==> src/rtl/fwd_pkg.sv <==
// Shared encodings for the forwarding unit: instruction classes and operand selects.
package fwd_pkg;
    typedef enum logic [2:0] {
        K_NOP    = 3'd0,
        K_RR     = 3'd1,
        K_RI     = 3'd2,
        K_LOAD   = 3'd3,
        K_STORE  = 3'd4,
        K_BRANCH = 3'd5
    } kind_e;

    typedef enum logic [2:0] {
        SEL_REG     = 3'd0,
        SEL_IMM     = 3'd1,
        SEL_EXMEM   = 3'd2,
        SEL_WB_ALU  = 3'd3,
        SEL_WB_LOAD = 3'd4
    } sel_e;
endpackage

==> src/rtl/fwd_dest_decode.sv <==
// Derives whether a producing stage writes a register, what kind of value it
// writes and which register it targets.
// Assumes: the class code follows fwd_pkg::kind_e; unknown codes act as no-ops.
module fwd_dest_decode #(
    parameter int RAW = 5
) (
    input  logic [2:0]     kind_i,
    input  logic [RAW-1:0] rt_i,
    input  logic [RAW-1:0] rd_i,
    output logic           wr_o,
    output logic           alu_o,
    output logic           load_o,
    output logic [RAW-1:0] dst_o
);
    import fwd_pkg::*;

    // Class decode: destination field choice and producer type.
    always_comb begin
        wr_o   = 1'b0;
        alu_o  = 1'b0;
        load_o = 1'b0;
        dst_o  = '0;
        case (kind_i)
            K_RR: begin
                wr_o  = 1'b1;
                alu_o = 1'b1;
                dst_o = rd_i;
            end
            K_RI: begin
                wr_o  = 1'b1;
                alu_o = 1'b1;
                dst_o = rt_i;
            end
            K_LOAD: begin
                wr_o   = 1'b1;
                load_o = 1'b1;
                dst_o  = rt_i;
            end
            default: ;
        endcase
    end
endmodule

==> src/rtl/fwd_src_pick.sv <==
// Chooses the forwarding source for one consumer register.
// EX/MEM ALU results outrank MEM/WB. Register 0 never matches.
// Assumes: load-use hazards on EX/MEM are stalled elsewhere.
module fwd_src_pick #(
    parameter int RAW = 5
) (
    input  logic [RAW-1:0] src_i,
    input  logic           exm_ok_i,
    input  logic           ex_alu_i,
    input  logic [RAW-1:0] ex_dst_i,
    input  logic           wb_wr_i,
    input  logic           wb_load_i,
    input  logic [RAW-1:0] wb_dst_i,
    output logic [2:0]     sel_o
);
    import fwd_pkg::*;

    logic src_nz;
    logic ex_hit;
    logic wb_hit;

    // Match detection against each producing stage.
    always_comb begin
        src_nz = |src_i;
        ex_hit = exm_ok_i && ex_alu_i && src_nz && (ex_dst_i == src_i);
        wb_hit = wb_wr_i && src_nz && (wb_dst_i == src_i);
    end

    // Priority: newest producer first, then older, else the register file.
    always_comb begin
        if (ex_hit)
            sel_o = SEL_EXMEM;
        else if (wb_hit)
            sel_o = wb_load_i ? SEL_WB_LOAD : SEL_WB_ALU;
        else
            sel_o = SEL_REG;
    end
endmodule

==> src/rtl/fwd_operand_mux.sv <==
// Five-way operand mux driven by an fwd_pkg::sel_e code.
// Assumes: unused codes fall back to the register value.
module fwd_operand_mux #(
    parameter int XLEN = 32
) (
    input  logic [2:0]      sel_i,
    input  logic [XLEN-1:0] reg_i,
    input  logic [XLEN-1:0] imm_i,
    input  logic [XLEN-1:0] exmem_i,
    input  logic [XLEN-1:0] wb_alu_i,
    input  logic [XLEN-1:0] wb_load_i,
    output logic [XLEN-1:0] val_o
);
    import fwd_pkg::*;

    // Operand selection.
    always_comb begin
        case (sel_i)
            SEL_IMM:     val_o = imm_i;
            SEL_EXMEM:   val_o = exmem_i;
            SEL_WB_ALU:  val_o = wb_alu_i;
            SEL_WB_LOAD: val_o = wb_load_i;
            default:     val_o = reg_i;
        endcase
    end
endmodule

==> src/rtl/fwd_unit.sv <==
// Forwarding unit of a five-stage integer pipeline.
// It feeds ALU A and B, the ID/EX store data, the EX/MEM memory write data
// and the branch zero test.
// Assumes: purely combinational; stalls and register file live elsewhere.
module fwd_unit #(
    parameter int XLEN = 32,
    parameter int RAW  = 5
) (
    input  logic [2:0]      idex_kind_i,
    input  logic [RAW-1:0]  idex_rs_i,
    input  logic [RAW-1:0]  idex_rt_i,
    input  logic [XLEN-1:0] idex_rs_val_i,
    input  logic [XLEN-1:0] idex_rt_val_i,
    input  logic [XLEN-1:0] idex_imm_i,
    input  logic [2:0]      exmem_kind_i,
    input  logic [RAW-1:0]  exmem_rt_i,
    input  logic [RAW-1:0]  exmem_rd_i,
    input  logic [XLEN-1:0] exmem_alu_i,
    input  logic [XLEN-1:0] exmem_rt_val_i,
    input  logic [2:0]      memwb_kind_i,
    input  logic [RAW-1:0]  memwb_rt_i,
    input  logic [RAW-1:0]  memwb_rd_i,
    input  logic [XLEN-1:0] memwb_alu_i,
    input  logic [XLEN-1:0] memwb_load_i,
    output logic [XLEN-1:0] alu_a_o,
    output logic [2:0]      sel_a_o,
    output logic [XLEN-1:0] alu_b_o,
    output logic [2:0]      sel_b_o,
    output logic [XLEN-1:0] store_data_o,
    output logic [2:0]      sel_sd_o,
    output logic [XLEN-1:0] mem_wdata_o,
    output logic [2:0]      sel_mw_o,
    output logic            zero_o
);
    import fwd_pkg::*;

    localparam int NPROD = 2;  // EX/MEM, MEM/WB
    localparam int NCONS = 3;  // ID/EX rs, ID/EX rt, EX/MEM rt
    localparam int NMUX  = 4;  // A, B, store data, write data

    logic [2:0]     p_kind [NPROD];
    logic [RAW-1:0] p_rt   [NPROD];
    logic [RAW-1:0] p_rd   [NPROD];
    logic           p_wr   [NPROD];
    logic           p_alu  [NPROD];
    logic           p_load [NPROD];
    logic [RAW-1:0] p_dst  [NPROD];

    logic [RAW-1:0] c_src  [NCONS];
    logic           c_exm  [NCONS];
    logic [2:0]     c_sel  [NCONS];

    logic [2:0]      m_sel [NMUX];
    logic [XLEN-1:0] m_reg [NMUX];
    logic [XLEN-1:0] m_out [NMUX];

    logic is_rr;
    logic ex_store;

    // Gather producer fields into arrays.
    always_comb begin
        p_kind[0] = exmem_kind_i;
        p_rt[0]   = exmem_rt_i;
        p_rd[0]   = exmem_rd_i;
        p_kind[1] = memwb_kind_i;
        p_rt[1]   = memwb_rt_i;
        p_rd[1]   = memwb_rd_i;
    end

    generate
        for (genvar gp = 0; gp < NPROD; gp++) begin : g_prod
            fwd_dest_decode #(.RAW(RAW)) u_dec (
                .kind_i (p_kind[gp]),
                .rt_i   (p_rt[gp]),
                .rd_i   (p_rd[gp]),
                .wr_o   (p_wr[gp]),
                .alu_o  (p_alu[gp]),
                .load_o (p_load[gp]),
                .dst_o  (p_dst[gp])
            );
        end
    endgenerate

    // Consumer sources; EX/MEM cannot feed its own store data.
    always_comb begin
        c_src[0] = idex_rs_i;
        c_exm[0] = 1'b1;
        c_src[1] = idex_rt_i;
        c_exm[1] = 1'b1;
        c_src[2] = exmem_rt_i;
        c_exm[2] = 1'b0;
    end

    generate
        for (genvar gc = 0; gc < NCONS; gc++) begin : g_cons
            fwd_src_pick #(.RAW(RAW)) u_pick (
                .src_i     (c_src[gc]),
                .exm_ok_i  (c_exm[gc]),
                .ex_alu_i  (p_alu[0]),
                .ex_dst_i  (p_dst[0]),
                .wb_wr_i   (p_wr[1]),
                .wb_load_i (p_load[1]),
                .wb_dst_i  (p_dst[1]),
                .sel_o     (c_sel[gc])
            );
        end
    endgenerate

    // Per-consumer select shaping: immediate for B, store-only write data.
    always_comb begin
        is_rr    = (idex_kind_i == K_RR);
        ex_store = (exmem_kind_i == K_STORE);
        m_sel[0] = c_sel[0];
        m_sel[1] = is_rr ? c_sel[1] : SEL_IMM;
        m_sel[2] = c_sel[1];
        m_sel[3] = ex_store ? c_sel[2] : SEL_REG;
        m_reg[0] = idex_rs_val_i;
        m_reg[1] = idex_rt_val_i;
        m_reg[2] = idex_rt_val_i;
        m_reg[3] = exmem_rt_val_i;
    end

    generate
        for (genvar gm = 0; gm < NMUX; gm++) begin : g_mux
            fwd_operand_mux #(.XLEN(XLEN)) u_mux (
                .sel_i     (m_sel[gm]),
                .reg_i     (m_reg[gm]),
                .imm_i     (idex_imm_i),
                .exmem_i   (exmem_alu_i),
                .wb_alu_i  (memwb_alu_i),
                .wb_load_i (memwb_load_i),
                .val_o     (m_out[gm])
            );
        end
    endgenerate

    // Output assignment and branch zero test on the forwarded rs.
    always_comb begin
        alu_a_o      = m_out[0];
        sel_a_o      = m_sel[0];
        alu_b_o      = m_out[1];
        sel_b_o      = m_sel[1];
        store_data_o = m_out[2];
        sel_sd_o     = m_sel[2];
        mem_wdata_o  = m_out[3];
        sel_mw_o     = m_sel[3];
        zero_o       = (idex_kind_i == K_BRANCH) && (m_out[0] == '0);
    end
endmodule

==> config.mk <==
export PLATFORM = sky130hd
export DESIGN_NAME = fwd_unit
export DESIGN_NICKNAME = d
export VERILOG_FILES = /design/src/rtl/fwd_pkg.sv /design/src/rtl/fwd_dest_decode.sv /design/src/rtl/fwd_src_pick.sv /design/src/rtl/fwd_operand_mux.sv /design/src/rtl/fwd_unit.sv
export SDC_FILE = /design/constraint.sdc
export NUM_CORES = 1
export LEC_CHECK = 0
export ABC_AREA = 0
export BUFFER_PORTS_ARGS = -buffer_cell sky130_fd_sc_hd__buf_2
export CORE_AREA = 2 2 156 158
export DETAILED_ROUTE_END_ITERATION = 7
export DIE_AREA = 0 0 158 160
export GPL_TIMING_DRIVEN = 0
export PLACE_DENSITY = 0.41
export SLEW_MARGIN = 20
export SYNTH_ARGS = -nofsm -noshare
export SYNTH_HDL_FRONTEND = slang
export SYNTH_SLANG_ARGS = --single-unit
==> constraint.sdc <==
create_clock -name vclk -period 5
set_clock_uncertainty 0.05 [all_clocks]
set_input_delay 0 -clock vclk [all_inputs]
set_output_delay 0 -clock vclk [all_outputs]
set_load 0.05 [all_outputs]
### After elaboration in Yosys (flattened, before gate mapping)

Index checks and enable logic that the tools add are counted.
Widths: inputs -> output; s select.

| word-level totals | value |
|---|---|
| flip-flop bits (word level) | 0 |
| input port bits | 263 |
| output and inout port bits | 141 |
| word-level logic and storage cells | 66 |

| operators by class | value |
|---|---|
| eq/ne operators | 30 |
| multiplexer cells | 17 |
| reductions and logical operators | 19 |

Operators by type and width:

| kind | count |
|---|---|
| $pmux 32 s4 | 4 |
| $eq 3x2->1 const B | 12 |
| $logic_not 32->1 | 1 |
| $eq 5x5->1 | 5 |
| $mux 3 | 8 |
| $eq 3x1->1 const B | 7 |
| $pmux 5 s2 | 2 |
| $eq 3x3->1 const B | 6 |
| $reduce_or 5->1 | 3 |
| $logic_and 1x1->1 | 11 |
| $reduce_or 2->1 | 3 |
| $mux 1 | 3 |
| $reduce_or 3->1 | 1 |

### Depth between registers and ports, before layout

Gate-level depths: netlist of run 1.

| logic depth | value |
|---|---|
| word-level depth | 11 |
| mapped depth | 13 |

### By module

A second synthesis of run 1 with hierarchy kept.

| second synthesis, totals | value |
|---|---|
| cells, all modules | 1,048 |
| area, all modules | 7,708.6 µm² |

By module, submodules not included:

| module | instances | cells each | area each (µm²) | seq. area each (µm²) |
|---|---|---|---|---|
| fwd_operand_mux | 4 | 231 | 1,694.1 | 0.0 |
| fwd_src_pick | 3 | 25 | 192.7 | 0.0 |
| fwd_dest_decode | 2 | 13 | 101.3 | 0.0 |
| fwd_unit | 1 | 23 | 151.4 | 0.0 |

### Least setup slack after synthesis of run 1

OpenSTA, ideal clock, no wires.

| timing path | value |
|---|---|
| kind | input port to output port |
| from | in memwb_kind_i[1] |
| to | out mem_wdata_o[0] |
| arrival time | 3.567 ns |
| required time | 4.950 ns |
| setup slack | 1.383 ns |
| stages | 12 |
| path buffers | 5 |
| cell sequence | buf_4 > nand2_1 > or2_1 > buf_2 > buf_1 > clkbuf_1 > nand2_1 > inv_1 > ha_1 > clkbuf_1 > a22oi_1 > o21ai_0 |

| on the way | value |
|---|---|
| cells in the longest elaborated chain, start to end | 9 |
| elaborated cells between the ends (all ways) | 19 |

RTL lines:

| what | RTL line | RTL |
|---|---|---|
| start: declaration | fwd_unit.sv:20 | `input logic [2:0] memwb_kind_i,` |
| $eq 3x2->1 or $eq 3x1->1 (tied branches) | fwd_dest_decode.sv:23 | `case (kind_i)` |
| $reduce_or 2->1 (no source line) or $reduce_or 3->1 (tied branches) | -- |  |
| $pmux 5 s2 or $mux 1 (tied branches) | fwd_dest_decode.sv:23 |  |
| $eq 5x5->1 or $logic_and 1x1->1 (tied branches) | fwd_src_pick.sv:26 | `wb_hit = wb_wr_i && src_nz && (wb_dst_i == src_i);` |
| $logic_and 1x1->1 | fwd_src_pick.sv:26 |  |
| $mux 3 (*) | fwd_src_pick.sv:33 | `else if (wb_hit)` |
| $mux 3 (*) | fwd_unit.sv:116 | `m_sel[3] = ex_store ? c_sel[2] : SEL_REG;` |
| net sel_mw_o[0] | fwd_unit.sv:32 | `output logic [2:0] sel_mw_o,` |
| $eq 3x3->1 (tied with other cells) | fwd_operand_mux.sv:18 | `case (sel_i)` |
| $pmux 32 s4 (*) | fwd_operand_mux.sv:18 |  |
| end: declaration | fwd_unit.sv:31 | `output logic [XLEN-1:0] mem_wdata_o,` |

The timed path passes the listed nets; every way through them passes the cells marked *.

### Final worst setup path of run 1

| timing path | value |
|---|---|
| from | in memwb_kind_i[1] |
| to | out mem_wdata_o[3] |

| on the way | value |
|---|---|
| cells in the longest elaborated chain, start to end | 9 |
| elaborated cells between the ends (all ways) | 19 |

RTL lines:

| what | RTL line |
|---|---|
| $eq 3x2->1 or $eq 3x1->1 (tied branches) | fwd_dest_decode.sv:23 |
| $reduce_or 2->1 (no source line) or $reduce_or 3->1 (tied branches) | -- |
| $pmux 5 s2 or $mux 1 (tied branches) | fwd_dest_decode.sv:23 |
| $eq 5x5->1 or $logic_and 1x1->1 (tied branches) | fwd_src_pick.sv:26 |
| $logic_and 1x1->1 | fwd_src_pick.sv:26 |
| $mux 3 (*) | fwd_src_pick.sv:33 |
| $mux 3 (*) | fwd_unit.sv:116 |
| $eq 3x3->1 (tied with other cells) | fwd_operand_mux.sv:18 |
| $pmux 32 s4 (*) | fwd_operand_mux.sv:18 |

Every way passes the cells marked *; elsewhere a longest branch is shown, timed or not.

==> impl_metrics.env, run 1 <==
export IMPL_synthToLayoutAreaGrowth_pct=65.1
export IMPL_min_to="mem_wdata_o[23]"
export IMPL_critPathBufInv=7
export IMPL_power_total_w=0.000686
export IMPL_syn_area_um2=3720
export IMPL_wl_mm=29.0
export IMPL_slowest_stage="clkbuf_1"
export IMPL_stdcell_count=1304
export IMPL_worstPathMaxFanout=19
export IMPL_globalplace_congestion=0.885
export IMPL_crit_top_cell="buf_2"
export IMPL_required_ps=4950
export IMPL_drt_iter0_drc=366
export IMPL_grt_usage_pct=21.7
export IMPL_initial_core_util_pct=15.6
export IMPL_vias=6013
export IMPL_drt_antenna_violating_nets=0
export IMPL_pin_count=404
export IMPL_grt_pass1_wl_mm=40.0
export IMPL_hold_class="in -> out"
export IMPL_avgSynthCellArea_um2=6.43
export IMPL_final_core_util_pct=25.8
export IMPL_route_detailed_drc=0
export IMPL_numPortBuffers=403
export IMPL_cp_cell_sequence="buf_2, buf_4, nand2_1, or2_1, buf_2, clkbuf_1, nand2_1, inv_1, ha_1, clkbuf_1, a22oi_1, o21ai_0, buf_2"
export IMPL_synthDistinctLibCells=49
export IMPL_most_common_layout_cells="buf_2 (412), nand2_1 (120), o21ai_0 (84)"
export IMPL_n_sequential_cell=0
export IMPL_layout_drive_gt1_share_pct=51.2
export IMPL_relSlewSlack_pct=29.1
export IMPL_register_area_um2=0
export IMPL_tightest_slew_ps=1050
export IMPL_layout_min_cycle_time_ps=4130
export IMPL_syn_inst=578
export IMPL_syn_nets=843
export IMPL_max_freq_mhz=242
export IMPL_hold_viol_final=0
export IMPL_antenna_found_initial=3
export IMPL_viasPerCell=4.61
export IMPL_post_place_ws_ps=85.1
export IMPL_yosysWarnings=0
export IMPL_report_final_setup_viol=0
export IMPL_grt_max_degree=11
export IMPL_nets=1247
export IMPL_fin_setup_tns_ps=0
export IMPL_drv_slew=0
export IMPL_leakagePower_nw=3.25
export IMPL_grt_pass1_vias=5920
export IMPL_rsz0062_at_grt="no"
export IMPL_fin_crit_sh_pct=82.7
export IMPL_ys_seq_area_share_pct=0
export IMPL_first_pass_iters=4
export IMPL_dp_cells=1305
export IMPL_n_fill_cell=2830
export IMPL_post_route_worst_setup_slack_ps=866
export IMPL_worstHoldPathCells=4
export IMPL_power_density_nw_per_um2=112
export IMPL_final_common_cell="buf_2"
export IMPL_grt_ovfl_total=0
export IMPL_post_cts_repair_setup_buffers=0
export IMPL_arrival_ps=4080
export IMPL_drv_cap=0
export IMPL_diodes=0
export IMPL_coreArea_um2=23800
export IMPL_dieArea_um2=25300
export IMPL_avgRoutedWirePerCell_um=22.2
export IMPL_fp_row_count=57
export IMPL_critical_path_depth=13
export IMPL_holdCritStartpoint="exmem_rt_val_i[23]"
export IMPL_n_clock_buffer=0
export IMPL_die_height_um=160
export IMPL_outcome="finished clean"
export IMPL_hpwl_mm=24.9
export IMPL_dieWidth_um=158
export IMPL_path_class="in -> out"
export IMPL_cpLargestDelayFamily="buffers and inverters"
export IMPL_ctsResizeCount=0
export IMPL_ir_drop_mv=0.0506
export IMPL_critPathCaptureType="primary output"
export IMPL_start_kind="primary input"
export IMPL_crit_path_max_incr_delay_ps=790
==> routing by layer <==
metal / part of all wire [%] / vias up / global-route usage [%]
met5: 0.045 / - / 0
met4: 1.3 / 2 / 2.38
met3: 6.7 / 16 / 2.88
met2: 48 / 267 / 38.4
met1: 43 / 2821 / 28.9
li1: - / 2907 / -
==> power breakdown <==
part	switching [W]	total [W]	internal, W
logic	0.000468	0.000686	0.000218
registers	0	0	0
clock network	0	0	0
total	0.000468	0.000686	0.000218
==> how the worst max path moves through the flow <==
stage | from | end
finish | memwb_kind_i[1] | mem_wdata_o[3]
global route | memwb_kind_i[1] | mem_wdata_o[3]
global placement | memwb_kind_i[1] | mem_wdata_o[29]
detailed placement | memwb_kind_i[1] | mem_wdata_o[3]
floorplan | memwb_kind_i[1] | mem_wdata_o[0]
CTS | memwb_kind_i[1] | mem_wdata_o[3]
==> logic make-up (layout without fill, tap and decap cells) <==
group           Yosys count  after routing  synth area share [%]
compound gates          174            174                  28.3
xor+xnor                 19             19                  4.48
fa+ha+maj                 2              2                 0.673
buf+inv                  57            459                  7.17
mux                     101            101                  29.5
simple gates            225            225                  29.9
==> area by class of cell <==
cell class / instances / area (um2) / share of cell area, %
repair buffers: 403 / 2020 / 32.9
multi-input cells: 521 / 3450 / 56.2
inverters: 8 / 30.0 / 0.489
plain buffers: 48 / 233 / 3.79
well taps: 324 / 405 / 6.61
==> synth_stat cells, types with 2 or more instances <==
cell       instances  area share (%)
a21oi_2            4            0.94
a21o_2             5             1.2
nand4b_1           3            0.71
o21ai_1           10             1.3
buf_4              5             1.0
or4_1              4            0.81
nor2b_1            2            0.34
a21o_1             6             1.2
clkbuf_1          27             2.7
buf_2              9             1.2
nand3b_1          10             2.0
a21oi_1           15             2.0
ha_1               2            0.67
nand4bb_1          6             1.8
mux2_2            68              21
o211ai_1           2            0.40
a22oi_1           32             6.5
and4_1             2            0.47
buf_1              5            0.51
nor4_1             7             1.2
buf_6              3            0.91
o31ai_1            8             1.6
nor4b_2            2            0.81
inv_1              7            0.71
mux2i_1           33             8.9
xor2_1             5             1.2
nand4_1            3            0.51
nand3_1            6            0.81
nand2b_1           2            0.34
nor3_1             5            0.67
and3_1             3            0.51
nand2_1          120              12
o21ai_0           84              11
xnor2_1           14             3.3
and2_1            14             2.4
nor2_1            32             3.2
==> stage by stage <==
step,hold slack [ps],instance area (um2)
final,354,6130
after global routing,367,6130
after CTS,357,6140
after detailed placement,356,6140
after global placement,361,6140
after floorplan,173,3720
==> repair_timing <==
action / CTS / global route
endpoints found under the setup margin: 0 / 3
hold buffers: 0 / 0
endpoints found under the hold margin: 0 / 0
Note: power is estimated with default switching activity, not from simulation.
==> run 2: changes to the inputs <==
Settings changed: CORE_AREA 2 2 156 158 to 2 2 155 157, DIE_AREA 0 0 158 160 to 0 0 157 159.
Clock period 5 ns to 4.25 ns, I/O delays scaled along.
==> impl_metrics.env, run 2 (synthesis gave the netlist of run 1 again) <==
export IMPL_outcome="finished clean"
export IMPL_dieArea_um2=25000
export IMPL_required_ps=4200
export IMPL_route_detailed_drc=0
export IMPL_stdcell_area_um2=6140
export IMPL_layout_drive_gt1_share_pct=51.6
export IMPL_n_sequential_cell=0
export IMPL_ctsHoldBuffers=0
export IMPL_placed_cell_area_um2=6130
export IMPL_report_final_setup_viol=0
export IMPL_dp_cells=1300
export IMPL_dieWidth_um=157
export IMPL_internal_power_w=0.000256
export IMPL_diodes=0
export IMPL_viasPerCell=4.60
export IMPL_register_area_um2=0
export IMPL_hold_class="in -> out"
export IMPL_synthToLayoutAreaGrowth_pct=65.3
export IMPL_first_pass_iters=5
export IMPL_arrival_ps=3940
export IMPL_critPathCaptureType="primary output"
export IMPL_n_clock_buffer=0
export IMPL_initial_core_util_pct=16.0
export IMPL_nets=1248
export IMPL_layout_min_cycle_time_ps=3990
export IMPL_wl_mm=29.1
export IMPL_grt_max_degree=11
export IMPL_grt_pass1_wl_mm=40.5
export IMPL_power_frac_seq_pct=0
export IMPL_grt_ovfl_total=0
export IMPL_rsz0062_at_grt="no"
export IMPL_ir_drop_mv=0.0664
export IMPL_path_class="in -> out"
export IMPL_multi_input_area_um2=3450
export IMPL_hpwl_mm=24.8
export IMPL_clkPwrFrac_pct=0
export IMPL_most_common_layout_cells="buf_2 (412), nand2_1 (120), o21ai_0 (84)"
export IMPL_swShare_pct=68.4
export IMPL_n_fill_cell=2786
export IMPL_fp_row_count=56
export IMPL_power_density_nw_per_um2=132
export IMPL_hold_viol_final=0
export IMPL_leakagePower_nw=3.26
export IMPL_numPortBuffers=403
export IMPL_final_common_cell="buf_2"
export IMPL_grt_pass1_vias=5946
export IMPL_drv_slew=0
export IMPL_globalplace_congestion=0.865
export IMPL_vias=5977
export IMPL_coreArea_um2=23200
export IMPL_antenna_found_initial=0
export IMPL_drv_cap=0
export IMPL_fin_crit_sh_pct=93.8
export IMPL_start_kind="primary input"
export IMPL_worstPathMaxFanout=10
export IMPL_max_freq_mhz=251
export IMPL_die_height_um=159
export IMPL_tightest_slew_ps=966
export IMPL_relSlewSlack_pct=35.6
export IMPL_post_cts_repair_setup_buffers=0
export IMPL_drt_antenna_violating_nets=0
export IMPL_drt_iter0_drc=338
export IMPL_ctsResizeCount=3
export IMPL_grt_usage_pct=21.9
export IMPL_switchingPower_w=0.000554
export IMPL_power_frac_comb_pct=100.0
export IMPL_pin_count=404
export IMPL_stdcell_count=1300
export IMPL_avgRoutedWirePerCell_um=22.4
-- run 2: changes by cell type in the layout (fill, tap and decap cells not counted) --
cell             before  now
clkbuf_1             27   24
clkbuf_2              0    3
clkdlybuf4s15_2       0    1
-- run 2: final cells by class --
type                            instances  share of cell area (%)
Timing Repair Buffer                  403                    32.8
Multi-Input combinational cell        521                    56.2
Tap cell                              319                    6.50
Buffer                                 49                    4.03
Inverter                                8                   0.489
-- run 2: path summary, 6_finish.rpt --
kind	from	to	slack, ps	cells after the start
setup / recovery	memwb_kind_i[1]	mem_wdata_o[28]	260	13
hold / removal	exmem_rt_val_i[0]	mem_wdata_o[0]	360	4
-- run 2: power by group through the flow --
stage	sequential, W	combinational [W]	clock [W]
after floorplan	0	0.000505	0
after global placement	0	0.000808	0
after detailed placement	0	0.000809	0
after CTS	0	0.000812	0
after global routing	0	0.000858	0
final	0	0.000810	0
-- run 2: through the flow --
step	hold slack [ps]	utilization, %	total power (W)	TNS [ps]	setup slack, ps
6_report	361	26.5	0.000810	0	263
5_1_grt	372	26.5	0.000858	0	84.5
4_1_cts	363	26.5	0.000812	0	16.5
3_5_place_dp	362	26.4	0.000809	-6310	-536
3_3_place_gp	363	26.4	0.000808	-5920	-545
2_1_floorplan	173	-	0.000505	0	633
-- run 2: metal layers --
layer | part of all wire [%] | GRT usage, % | up-vias | wire [um]
li1 | - | - | 2911 | -
met1 | 45 | 29.9 | 2795 | 13000
met2 | 49 | 39.0 | 261 | 14200
met3 | 5.9 | 2.07 | 10 | 1720
met4 | 0.65 | 1.25 | 0 | 188
met5 | 0 | 0 | - | 0
-- run 2: worst max-delay path, cell delays in order --
cell	delay [ps]
buf_2	130
buf_4	170
nand2_1	70
or2_1	200
buf_2	260
clkdlybuf4s15_2	480
clkbuf_2	390
nand2_1	170
ha_1	290
clkbuf_1	690
a22oi_1	250
o21ai_0	440
buf_2	360
